## config.mk

```make
export PLATFORM = sky130hd
export DESIGN_NAME = chain_sideband_ctrl
export DESIGN_NICKNAME = d
export VERILOG_FILES = /design/src/rtl/chain_sb_pkg.sv /design/src/rtl/sb_sync.sv /design/src/rtl/cold_rst_stretch.sv /design/src/rtl/irq_tx_hs.sv /design/src/rtl/irq_rx_hs.sv /design/src/rtl/chain_sideband_ctrl.sv
export SDC_FILE = /design/constraint.sdc
export NUM_CORES = 1
export LEC_CHECK = 0
export CORE_MARGIN = 2
export CORE_UTILIZATION = 50
export DETAILED_ROUTE_END_ITERATION = 10
export PLACE_DENSITY = 0.76
export REMOVE_ABC_BUFFERS = 1
export SLEW_MARGIN = 40
export SYNTH_ARGS = -nofsm -noshare
export SYNTH_HDL_FRONTEND = slang
export SYNTH_SLANG_ARGS = --single-unit
export TNS_END_PERCENT = 1
```

## constraint.sdc

```tcl
create_clock -name clk -period 3.33 [get_ports clk]
set_input_delay 0.333 -clock clk [delete_from_list [all_inputs] [get_ports clk]]
set_output_delay 0.333 -clock clk [all_outputs]
set_load 0.03 [all_outputs]
```

## src/rtl/chain_sb_pkg.sv

```systemverilog
`timescale 1ns/1ps
package chain_sb_pkg;
   typedef enum logic [1:0] {
      POS_SOLO = 2'd0,
      POS_HEAD = 2'd1,
      POS_MID  = 2'd2,
      POS_TAIL = 2'd3
   } chain_pos_e;

   typedef enum logic [1:0] {
      TX_IDLE = 2'd0,
      TX_REQ  = 2'd1,
      TX_DROP = 2'd2
   } irq_tx_e;

   localparam int SIDE_L = 0;
   localparam int SIDE_R = 1;
   localparam int NSIDES = 2;

   function automatic logic left_live(chain_pos_e p);
      return p != POS_SOLO;
   endfunction

   function automatic logic right_live(chain_pos_e p);
      return (p == POS_HEAD) || (p == POS_MID);
   endfunction
endpackage

```

## src/rtl/sb_sync.sv

```systemverilog
`timescale 1ns/1ps
module sb_sync #(
   parameter int WIDTH = 1,
   parameter int STAGES = 2,
   parameter logic [WIDTH-1:0] RST_VAL = '0
) (
   input  logic             clk,
   input  logic             rst_n,
   input  logic [WIDTH-1:0] d_i,
   output logic [WIDTH-1:0] q_o
);
   if (STAGES < 2 || STAGES > 4) begin : g_bad_stages
      $error("sb_sync: STAGES must be 2..4");
   end
   if (WIDTH < 1) begin : g_bad_width
      $error("sb_sync: WIDTH must be positive");
   end

   logic [WIDTH-1:0] stg [STAGES];

   always_ff @(posedge clk or negedge rst_n) begin
      if (!rst_n) begin
         for (int i = 0; i < STAGES; i++) stg[i] <= RST_VAL;
      end else begin
         stg[0] <= d_i;
         for (int i = 1; i < STAGES; i++) stg[i] <= stg[i-1];
      end
   end

   assign q_o = stg[STAGES-1];
endmodule

```

## src/rtl/cold_rst_stretch.sv

```systemverilog
`timescale 1ns/1ps
module cold_rst_stretch #(
   parameter int HOLD = 16
) (
   input  logic clk,
   input  logic rst_n,
   output logic cold_n_o
);
   localparam int CW = $clog2(HOLD + 2);
   localparam logic [CW-1:0] HOLD_V = CW'(HOLD);

   if (HOLD < 0) begin : g_bad_hold
      $error("cold_rst_stretch: HOLD must not be negative");
   end

   logic [CW-1:0] cnt;

   always_ff @(posedge clk or negedge rst_n) begin
      if (!rst_n) begin
         cnt      <= HOLD_V;
         cold_n_o <= 1'b0;
      end else begin
         if (cnt != '0) cnt <= cnt - 1'b1;
         cold_n_o <= (cnt == '0);
      end
   end
endmodule

```

## src/rtl/irq_tx_hs.sv

```systemverilog
`timescale 1ns/1ps
module irq_tx_hs
   import chain_sb_pkg::*;
(
   input  logic clk,
   input  logic rst_n,
   input  logic en_i,
   input  logic send_i,
   input  logic ack_i,
   output logic req_o
);
   irq_tx_e st;

   always_ff @(posedge clk or negedge rst_n) begin
      if (!rst_n) begin
         st    <= TX_IDLE;
         req_o <= 1'b0;
      end else if (!en_i) begin
         st    <= TX_IDLE;
         req_o <= 1'b0;
      end else begin
         unique case (st)
            TX_IDLE: if (send_i && !ack_i) begin
               st    <= TX_REQ;
               req_o <= 1'b1;
            end
            TX_REQ: if (ack_i) begin
               st    <= TX_DROP;
               req_o <= 1'b0;
            end
            TX_DROP: if (!ack_i) st <= TX_IDLE;
            default: begin
               st    <= TX_IDLE;
               req_o <= 1'b0;
            end
         endcase
      end
   end

   AST_REQ_HELD_UNTIL_ACK: assert property (@(posedge clk) disable iff (!rst_n)
      (req_o && !ack_i && en_i) |=> req_o);
   AST_NO_REQ_WHILE_ACK: assert property (@(posedge clk) disable iff (!rst_n)
      (!req_o && ack_i) |=> !req_o);
endmodule

```

## src/rtl/irq_rx_hs.sv

```systemverilog
`timescale 1ns/1ps
module irq_rx_hs (
   input  logic clk,
   input  logic rst_n,
   input  logic en_i,
   input  logic req_i,
   output logic ack_o,
   output logic hit_o
);
   always_ff @(posedge clk or negedge rst_n) begin
      if (!rst_n) begin
         ack_o <= 1'b0;
         hit_o <= 1'b0;
      end else begin
         ack_o <= en_i & req_i;
         hit_o <= en_i & req_i & ~ack_o;
      end
   end

   AST_DISABLED_NO_ACK: assert property (@(posedge clk) disable iff (!rst_n)
      !en_i |=> (!ack_o && !hit_o));
   AST_HIT_SINGLE: assert property (@(posedge clk) disable iff (!rst_n)
      hit_o |=> !hit_o);
endmodule

```

## src/rtl/chain_sideband_ctrl.sv

```systemverilog
`timescale 1ns/1ps
module chain_sideband_ctrl
   import chain_sb_pkg::*;
#(
   parameter int RST_HOLD = 16,
   parameter int SYNC_STAGES = 2
) (
   input  logic       clk,
   input  logic       rst_n,
   input  logic [1:0] pos_i,
   input  logic       fc_mode_i,
   input  logic       wdt_evt_i,
   input  logic       boot_done_i,
   input  logic       nmi_req_i,
   input  logic [1:0] irq_send_i,
   output logic [1:0] irq_rcv_o,
   output logic       r_cold_rst_n_o,
   input  logic       r_wrst_n_i,
   input  logic       r_boot_i,
   input  logic       r_irq_i,
   output logic       r_irq_ack_o,
   output logic       r_irq_o,
   input  logic       r_irq_ack_i,
   output logic       l_wrst_n_o,
   output logic       l_boot_o,
   input  logic       l_irq_i,
   output logic       l_irq_ack_o,
   output logic       l_irq_o,
   input  logic       l_irq_ack_i,
   output logic       nmi_o
);
   localparam int NSYNC = 6;
   // bit order: {r_wrst_n, r_boot, r_irq, r_ack, l_irq, l_ack}
   localparam logic [NSYNC-1:0] SYNC_RST = 6'b100000;

   chain_pos_e pos;
   logic       l_act, r_act;
   logic [NSIDES-1:0] hs_en;

   assign pos   = chain_pos_e'(pos_i);
   assign l_act = left_live(pos);
   assign r_act = right_live(pos);
   assign hs_en[SIDE_L] = l_act & ~fc_mode_i;
   assign hs_en[SIDE_R] = r_act & ~fc_mode_i;

   logic [NSYNC-1:0] raw_in, syn;
   assign raw_in = {r_wrst_n_i, r_boot_i, r_irq_i, r_irq_ack_i, l_irq_i, l_irq_ack_i};

   sb_sync #(.WIDTH(NSYNC), .STAGES(SYNC_STAGES), .RST_VAL(SYNC_RST)) i_sync (
      .clk(clk), .rst_n(rst_n), .d_i(raw_in), .q_o(syn)
   );

   logic s_wrst_n, s_boot;
   logic [NSIDES-1:0] s_req, s_ack;
   assign s_wrst_n      = syn[5] | ~r_act;
   assign s_boot        = syn[4] &  r_act;
   assign s_req[SIDE_R] = syn[3];
   assign s_ack[SIDE_R] = syn[2];
   assign s_req[SIDE_L] = syn[1];
   assign s_ack[SIDE_L] = syn[0];

   cold_rst_stretch #(.HOLD(RST_HOLD)) i_cold (
      .clk(clk), .rst_n(rst_n), .cold_n_o(r_cold_rst_n_o)
   );

   logic down_ok;
   assign down_ok = r_act ? s_boot : (pos == POS_TAIL);

   always_ff @(posedge clk or negedge rst_n) begin
      if (!rst_n) begin
         l_wrst_n_o <= 1'b1;
         l_boot_o   <= 1'b0;
         nmi_o      <= 1'b0;
      end else begin
         l_wrst_n_o <= ~(l_act & (wdt_evt_i | ~s_wrst_n));
         l_boot_o   <= l_act & boot_done_i & down_ok;
         nmi_o      <= l_act & nmi_req_i;
      end
   end

   logic [NSIDES-1:0] req_out, ack_out;

   for (genvar s = 0; s < NSIDES; s++) begin : g_side
      irq_tx_hs i_tx (
         .clk(clk), .rst_n(rst_n), .en_i(hs_en[s]), .send_i(irq_send_i[s]),
         .ack_i(s_ack[s]), .req_o(req_out[s])
      );
      irq_rx_hs i_rx (
         .clk(clk), .rst_n(rst_n), .en_i(hs_en[s]), .req_i(s_req[s]),
         .ack_o(ack_out[s]), .hit_o(irq_rcv_o[s])
      );
   end

   assign l_irq_o     = req_out[SIDE_L];
   assign r_irq_o     = req_out[SIDE_R];
   assign l_irq_ack_o = ack_out[SIDE_L];
   assign r_irq_ack_o = ack_out[SIDE_R];

   AST_BOOT_NEEDS_LOCAL: assert property (@(posedge clk) disable iff (!rst_n)
      !boot_done_i |=> !l_boot_o);
   AST_WDT_FORWARDED: assert property (@(posedge clk) disable iff (!rst_n)
      (wdt_evt_i && l_act) |=> !l_wrst_n_o);
   AST_SOLO_QUIET: assert property (@(posedge clk) disable iff (!rst_n)
      (pos_i == 2'd0) |=> (!l_boot_o && l_wrst_n_o && !nmi_o));
   AST_FC_NO_HANDSHAKE: assert property (@(posedge clk) disable iff (!rst_n)
      fc_mode_i |=> (!l_irq_o && !r_irq_o && !l_irq_ack_o && !r_irq_ack_o));
endmodule

```

==> results of run 1 <==
cell families (layout without fill, tap and decap cells):
logic type,count (synthesis),in the layout,synth area share
DFF,31,31,0.7027
and+or+nand+nor,25,25,0.1340
AOI/OAI and AO/OA,9,9,0.04505
buffers and inverters,8,40,0.03378
xor gates and xnor gates,4,4,0.03154
adders and majority gates,3,3,0.03379
muxes,2,2,0.01914
power by group through the flow:
stage / clock, mW / sequential, mW / combinational, mW
finish: 0.238 / 0.399 / 0.0713
global route: 0.266 / 0.401 / 0.0777
CTS: 0.249 / 0.399 / 0.0727
detailed placement: 0 / 0.407 / 0.0723
global placement: 0 / 0.406 / 0.0705
floorplan: 0 / 0.419 / 0.0155
stage by stage:
| step | setup slack [ns] | std cells | area, sq um | util |
|---|---|---|---|---|
| 4_1_cts | 1.485 | 142 | 1458 | 0.6785 |
| 5_1_grt | 1.462 | 142 | 1458 | 0.6785 |
| 2_1_floorplan | 2.110 | 80 | 1096 | - |
| 3_5_place_dp | 1.497 | 134 | 1389 | 0.6465 |
| 3_3_place_gp | 1.564 | 134 | 1389 | 0.6465 |
| 6_report | 1.505 | 142 | 1458 | 0.6785 |
cell type report:
type                       count  area (sq um)  area share
sequential                    31         780.7      0.5356
timing repair buffer          26         257.7      0.1768
clock buffer                   8         68.82     0.04721
inverter                       6         22.52     0.01545
multi-input combinational     43         292.8      0.2009
tap                           28         35.03     0.02403
cell usage after synthesis:
| cell | number |
|---|---|
| a21oi_1 | 3 |
| nor3_1 | 2 |
| mux2_2 | 1 |
| dfstp_2 | 4 |
| buf_4 | 2 |
| inv_1 | 6 |
| nor3b_1 | 1 |
| a21boi_0 | 1 |
| o21bai_1 | 1 |
| xor2_1 | 2 |
| nor2_1 | 7 |
| nor4b_4 | 1 |
| and3_1 | 2 |
| dfrtp_1 | 27 |
| nand2_1 | 2 |
| o21ai_0 | 4 |
| and2_1 | 2 |
| ha_1 | 3 |
| nor2b_1 | 6 |
| nand2b_1 | 1 |
| xnor2_1 | 2 |
| mux2i_1 | 1 |
| nand3_1 | 1 |
how the worst min path moves through the flow:
| stage | startpoint | end | slack, ns | cells after the start |
|---|---|---|---|---|
| 3_5_place_dp | i_sync.stg[8]$_DFF_PN0_ | i_sync.q_o[2]$_DFF_PN0_ | 0.34 | 0 |
| 6_report | i_sync.stg[10]$_DFF_PN0_ | i_sync.q_o[4]$_DFF_PN0_ | 0.35 | 0 |
| 3_3_place_gp | i_sync.stg[9]$_DFF_PN0_ | i_sync.q_o[3]$_DFF_PN0_ | 0.33 | 0 |
| 2_1_floorplan | rst_n | g_side[0].i_rx.ack_o$_DFF_PN0_ | 0.04 | 0 |
| 4_1_cts | i_sync.stg[10]$_DFF_PN0_ | i_sync.q_o[4]$_DFF_PN0_ | 0.36 | 0 |
| 5_1_grt | i_sync.stg[10]$_DFF_PN0_ | i_sync.q_o[4]$_DFF_PN0_ | 0.36 | 0 |
metal layers:
layer / up-vias / GRT usage / share of wire / wire (microns)
met5: - / 0 / 0 / 0
met1: 325 / 0.1647 / 0.40 / 651
met2: 21 / 0.2403 / 0.50 / 811
met3: 5 / 0.06140 / 0.073 / 120
li1: 326 / - / - / -
met4: 0 / 0.1351 / 0.031 / 51
state kept, by name (all words and copies together), names as in the netlist:
| register | cells |
|---|---|
| g_side.i_rx.ack_o | 2 |
| g_side.i_rx.hit_o | 2 |
| g_side.i_tx.req_o | 2 |
| g_side.i_tx.st | 4 |
| i_cold.cnt | 5 |
| i_cold.cold_n_o | 1 |
| i_sync.q_o | 6 |
| i_sync.stg | 6 |
| l_boot_o | 1 |
| l_wrst_n_o | 1 |
| nmi_o | 1 |
==> flow_summary.json, run 1 <==
{
  "status": "completed",
  "diodes": 0,
  "dieArea_sq_um": 2615,
  "initial_core_util": 0.5172,
  "tns_ns": 0,
  "tightest_slew_ns": 0.3723,
  "critical_path_class": "flip-flop to output pin",
  "p_int_mw": 0.5533,
  "clk_path_buf_depth": 2,
  "clockRootBuffer": "clkbuf_4",
  "synth_top_area_share": 0.6081,
  "grt_pass1_wl_microns": 2753,
  "crit_arrival_ns": 1.49,
  "ios": 26,
  "path_depth": 1,
  "seqPwrFrac": 0.563,
  "final_nets": 132,
  "vias": 677,
  "skew_ns": 0.005629,
  "drc": 0,
  "clock.fmax_ghz": 0.5479,
  "max_stage_delay_ns": 0.66,
  "crit_required_ns": 3.00,
  "n_fill_cell": 167,
  "clkTransAtPathRegs_ns": 0.09,
  "layout_common_cells": "dfrtp_1 (27), clkdlybuf4s50_1 (25), nor2_1 (7)",
  "p_leak_nw": 0.6800,
  "r2r_setup_slack_ns": 2.06,
  "dp_hpwl_microns": 1185,
  "cts_made_buffers": 5,
  "first_iter_violations": 0,
  "setup_viol_count_final": 0,
  "mostFrequentLayoutCell": "dfrtp_1",
  "drive_gt1_frac": 0.1228,
  "seq_area_frac_synth": 0.7027,
  "cp_max_fo": 1,
  "ys_ff_latch": 31,
  "reg2reg_depth": 4,
  "cts_tree": "yes",
  "routed_wl_microns": 1634,
  "cp_top_family": "buffers and inverters",
  "net-switching-power_mw": 0.1546,
  "worstReg2RegStart": "i_cold.cnt[0]$_DFFE_PN0N_",
  "power.density_nw_per_um2": 485.7,
  "syn_inst": 82,
  "cts_num_sinks": 31,
  "yosysWarnings": 0,
  "peakVddDrop_v": 0.0003024,
  "period_needed_ns": 1.825,
  "swShare": 0.2184,
  "postCtsSetupBuffers": 0,
  "whs_ns": 0.3502,
  "cts_resized": 0,
  "finalCritPeriodShare": 0.5481,
  "num_rows": 17,
  "wl_per_cell_microns": 11.51,
  "first_pass_iters": 1,
  "synth_area_sq_um": 1111,
  "rsz0062_at_grt": "false",
  "clkLatencyLatePin_ns": 0.32,
  "viasPerCell": 4.768,
  "startpoint": "l_wrst_n_o$_DFF_PN1_",
  "p_clk_frac": 0.336,
  "synth_top_area_cell": "dfrtp_1",
  "ant_nets": 0,
  "portBuffers": 25,
  "areaGrowthSynthToFinish_pct": 31.19,
  "max-slew-margin-rel": 0.7518,
  "core_area_sq_um": 2148,
  "grt_max_degree": 32,
  "holdCritPathClass": "flip-flop to flip-flop",
  "synth_area_leaders": "dfrtp_1 (61%), dfstp_2 (9.5%), ha_1 (3.4%), nor2b_1 (3.4%), nor2_1 (2.4%)",
  "antenna_found_initial": 0,
  "drv_cap": 0,
  "slowest_stage": "clkdlybuf4s50_1",
  "fin_total_pwr_mw": 0.7079,
  "fp.dieW_microns": 51.14,
  "p_comb_frac": 0.101,
  "grt-ovfl-total": 0,
  "groute.usage.overall": 0.1558,
  "ctsHoldBuffers": 0,
  "cp-start-kind": "flip-flop",
  "gp_congestion": 0.7297,
  "htreeDepth": 2,
  "hold_viol": 0,
  "die_y_microns": 51.14,
  "rr_endpoint": "i_cold.cnt[1]$_DFFE_PN0N_",
  "grt_pass1_vias": 662,
  "synth.avg_cell_area_sq_um": 13.55,
  "slew_violations": 0,
  "crit_buf_inv": 1,
  "critPathCaptureType": "output pin",
  "path_cells": "clkdlybuf4s50_1",
  "yosys.cell_types.count": 23,
  "worstSetupEndpoint": "l_wrst_n_o"
}
(Power assumes the default switching activity.)
==> run 2: changes to the inputs <==
- CORE_UTILIZATION: 50 -> 47
- PLACE_DENSITY: 0.76 -> 0.72
- clock period: 3.33 -> 1.75 ns (I/O delays scaled with it)
==> flow_summary.json, run 2 (synthesized netlist as in run 1, its figures left out) <==
{
  "wl_per_cell_microns": 12.17,
  "p_leak_nw": 0.6707,
  "crit_required_ns": 1.57,
  "grt_pass1_vias": 715,
  "max-slew-margin-rel": 0.7566,
  "layout_common_cells": "dfrtp_1 (27), clkdlybuf4s50_1 (25), nor2_1 (7)",
  "critPathCaptureType": "output pin",
  "clkLatencyLatePin_ns": 0.32,
  "ios": 26,
  "whs_ns": 0.2255,
  "cts_tree": "yes",
  "met1_usage": 0.1578,
  "fp.dieW_microns": 52.62,
  "power.density_nw_per_um2": 885.3,
  "gp_congestion": 0.7730,
  "tns_ns": 0,
  "skew_ns": 0.006456,
  "die_y_microns": 52.62,
  "critical_path_class": "flip-flop to output pin",
  "finalCritPeriodShare": 0.9583,
  "slew_violations": 0,
  "fin_total_pwr_mw": 1.274,
  "crit_arrival_ns": 1.50,
  "areaGrowthSynthToFinish_pct": 29.50,
  "num_rows": 17,
  "grt-ovfl-total": 0,
  "groute.usage.overall": 0.1569,
  "vias": 692,
  "clk_path_buf_depth": 2,
  "drive_gt1_frac": 0.1140,
  "portBuffers": 25,
  "max_stage_delay_ns": 0.66,
  "cts_num_sinks": 31,
  "ctsHoldBuffers": 0,
  "holdCritPathClass": "primary input to asynchronous set/reset pin",
  "cp-start-kind": "flip-flop",
  "rsz0062_at_grt": "false",
  "routed_wl_microns": 1728,
  "peakVddDrop_v": 0.0005747,
  "final_nets": 132,
  "postCtsSetupBuffers": 0,
  "drv_cap": 0,
  "drc": 0,
  "use_met3": 0.08571,
  "first_iter_violations": 6,
  "initial_core_util": 0.4975,
  "clkTransAtPathRegs_ns": 0.09,
  "hold_viol": 0,
  "core_area_sq_um": 2233,
  "grt_pass1_wl_microns": 2884,
  "first_pass_iters": 2,
  "utilization": 0.6443,
  "antenna_found_initial": 0,
  "fin_cells": 142,
  "viasPerCell": 4.873,
  "tightest_slew_ns": 0.3651,
  "crit_buf_inv": 1,
  "met2_usage": 0.2417,
  "cp_max_fo": 1,
  "cp_top_family": "buffers and inverters",
  "dp_cells": 134,
  "setup_viol_count_final": 0,
  "path_cells": "clkdlybuf4s50_1",
  "busiest_layer": "met2",
  "status": "completed",
  "clockRootBuffer": "clkbuf_4",
  "ant_nets": 0,
  "cts_resized": 0,
  "cts_made_buffers": 5,
  "dieArea_sq_um": 2769,
  "diodes": 0,
  "grt_max_degree": 32,
  "slowest_stage": "clkdlybuf4s50_1",
  "htreeDepth": 2,
  "mostFrequentLayoutCell": "dfrtp_1",
  "period_needed_ns": 1.677,
  "clock.fmax_ghz": 0.5963
}
run 2: layer usage:
| metal | vias up | wire length [microns] |
|---|---|---|
| met5 | - | 0 |
| met4 | 0 | 70 |
| met3 | 11 | 147 |
| met2 | 26 | 841 |
| met1 | 329 | 670 |
| li1 | 326 | - |
run 2: path summary, 6_finish.rpt:
check                                                  to  cells after the start  slack, ns                 startpoint
worst max register to register  i_cold.cnt[1]$_DFFE_PN0N_                      4       0.45  i_cold.cnt[0]$_DFFE_PN0N_
min in group clk                 i_sync.stg[11]$_DFF_PN1_                      1       0.26                 r_wrst_n_i
worst max-delay path                           l_wrst_n_o                      1       0.07       l_wrst_n_o$_DFF_PN1_
worst min-delay path                   l_boot_o$_DFF_PN0_                      2       0.23                      rst_n
max in group asynchronous        i_sync.stg[11]$_DFF_PN1_                      2       1.21                      rst_n
worst min register to register    i_sync.q_o[1]$_DFF_PN0_                      0       0.35    i_sync.stg[7]$_DFF_PN0_
run 2: final cells by class:
type                    count  area (sq um)
fillers                   179         794.5
well taps                  28         35.03
inverters                   6         22.52
clock buffers               7         45.04
multi-input cells          43         292.8
repair buffers             26         257.7
flip-flops and latches     31         780.7
clock inverters             1         5.005
run 2: power by group:
part / total [mW] / switching [mW] / internal [mW] / leakage, nW
Clock: 0.377 / 0.221 / 0.156 / 0.0293
Combinational: 0.137 / 0.0678 / 0.0691 / 0.257
Sequential: 0.759 / 0.0117 / 0.748 / 0.384
Total: 1.27 / 0.301 / 0.973 / 0.671
run 2: stage by stage:
stage / cell area [sq um] / setup WS [ns]
floorplan: 1096 / 0.5883
global placement: 1389 / 0.1481
detailed placement: 1389 / 0.1207
CTS: 1439 / 0.05023
global route: 1439 / 0.01330
finish: 1439 / 0.07293
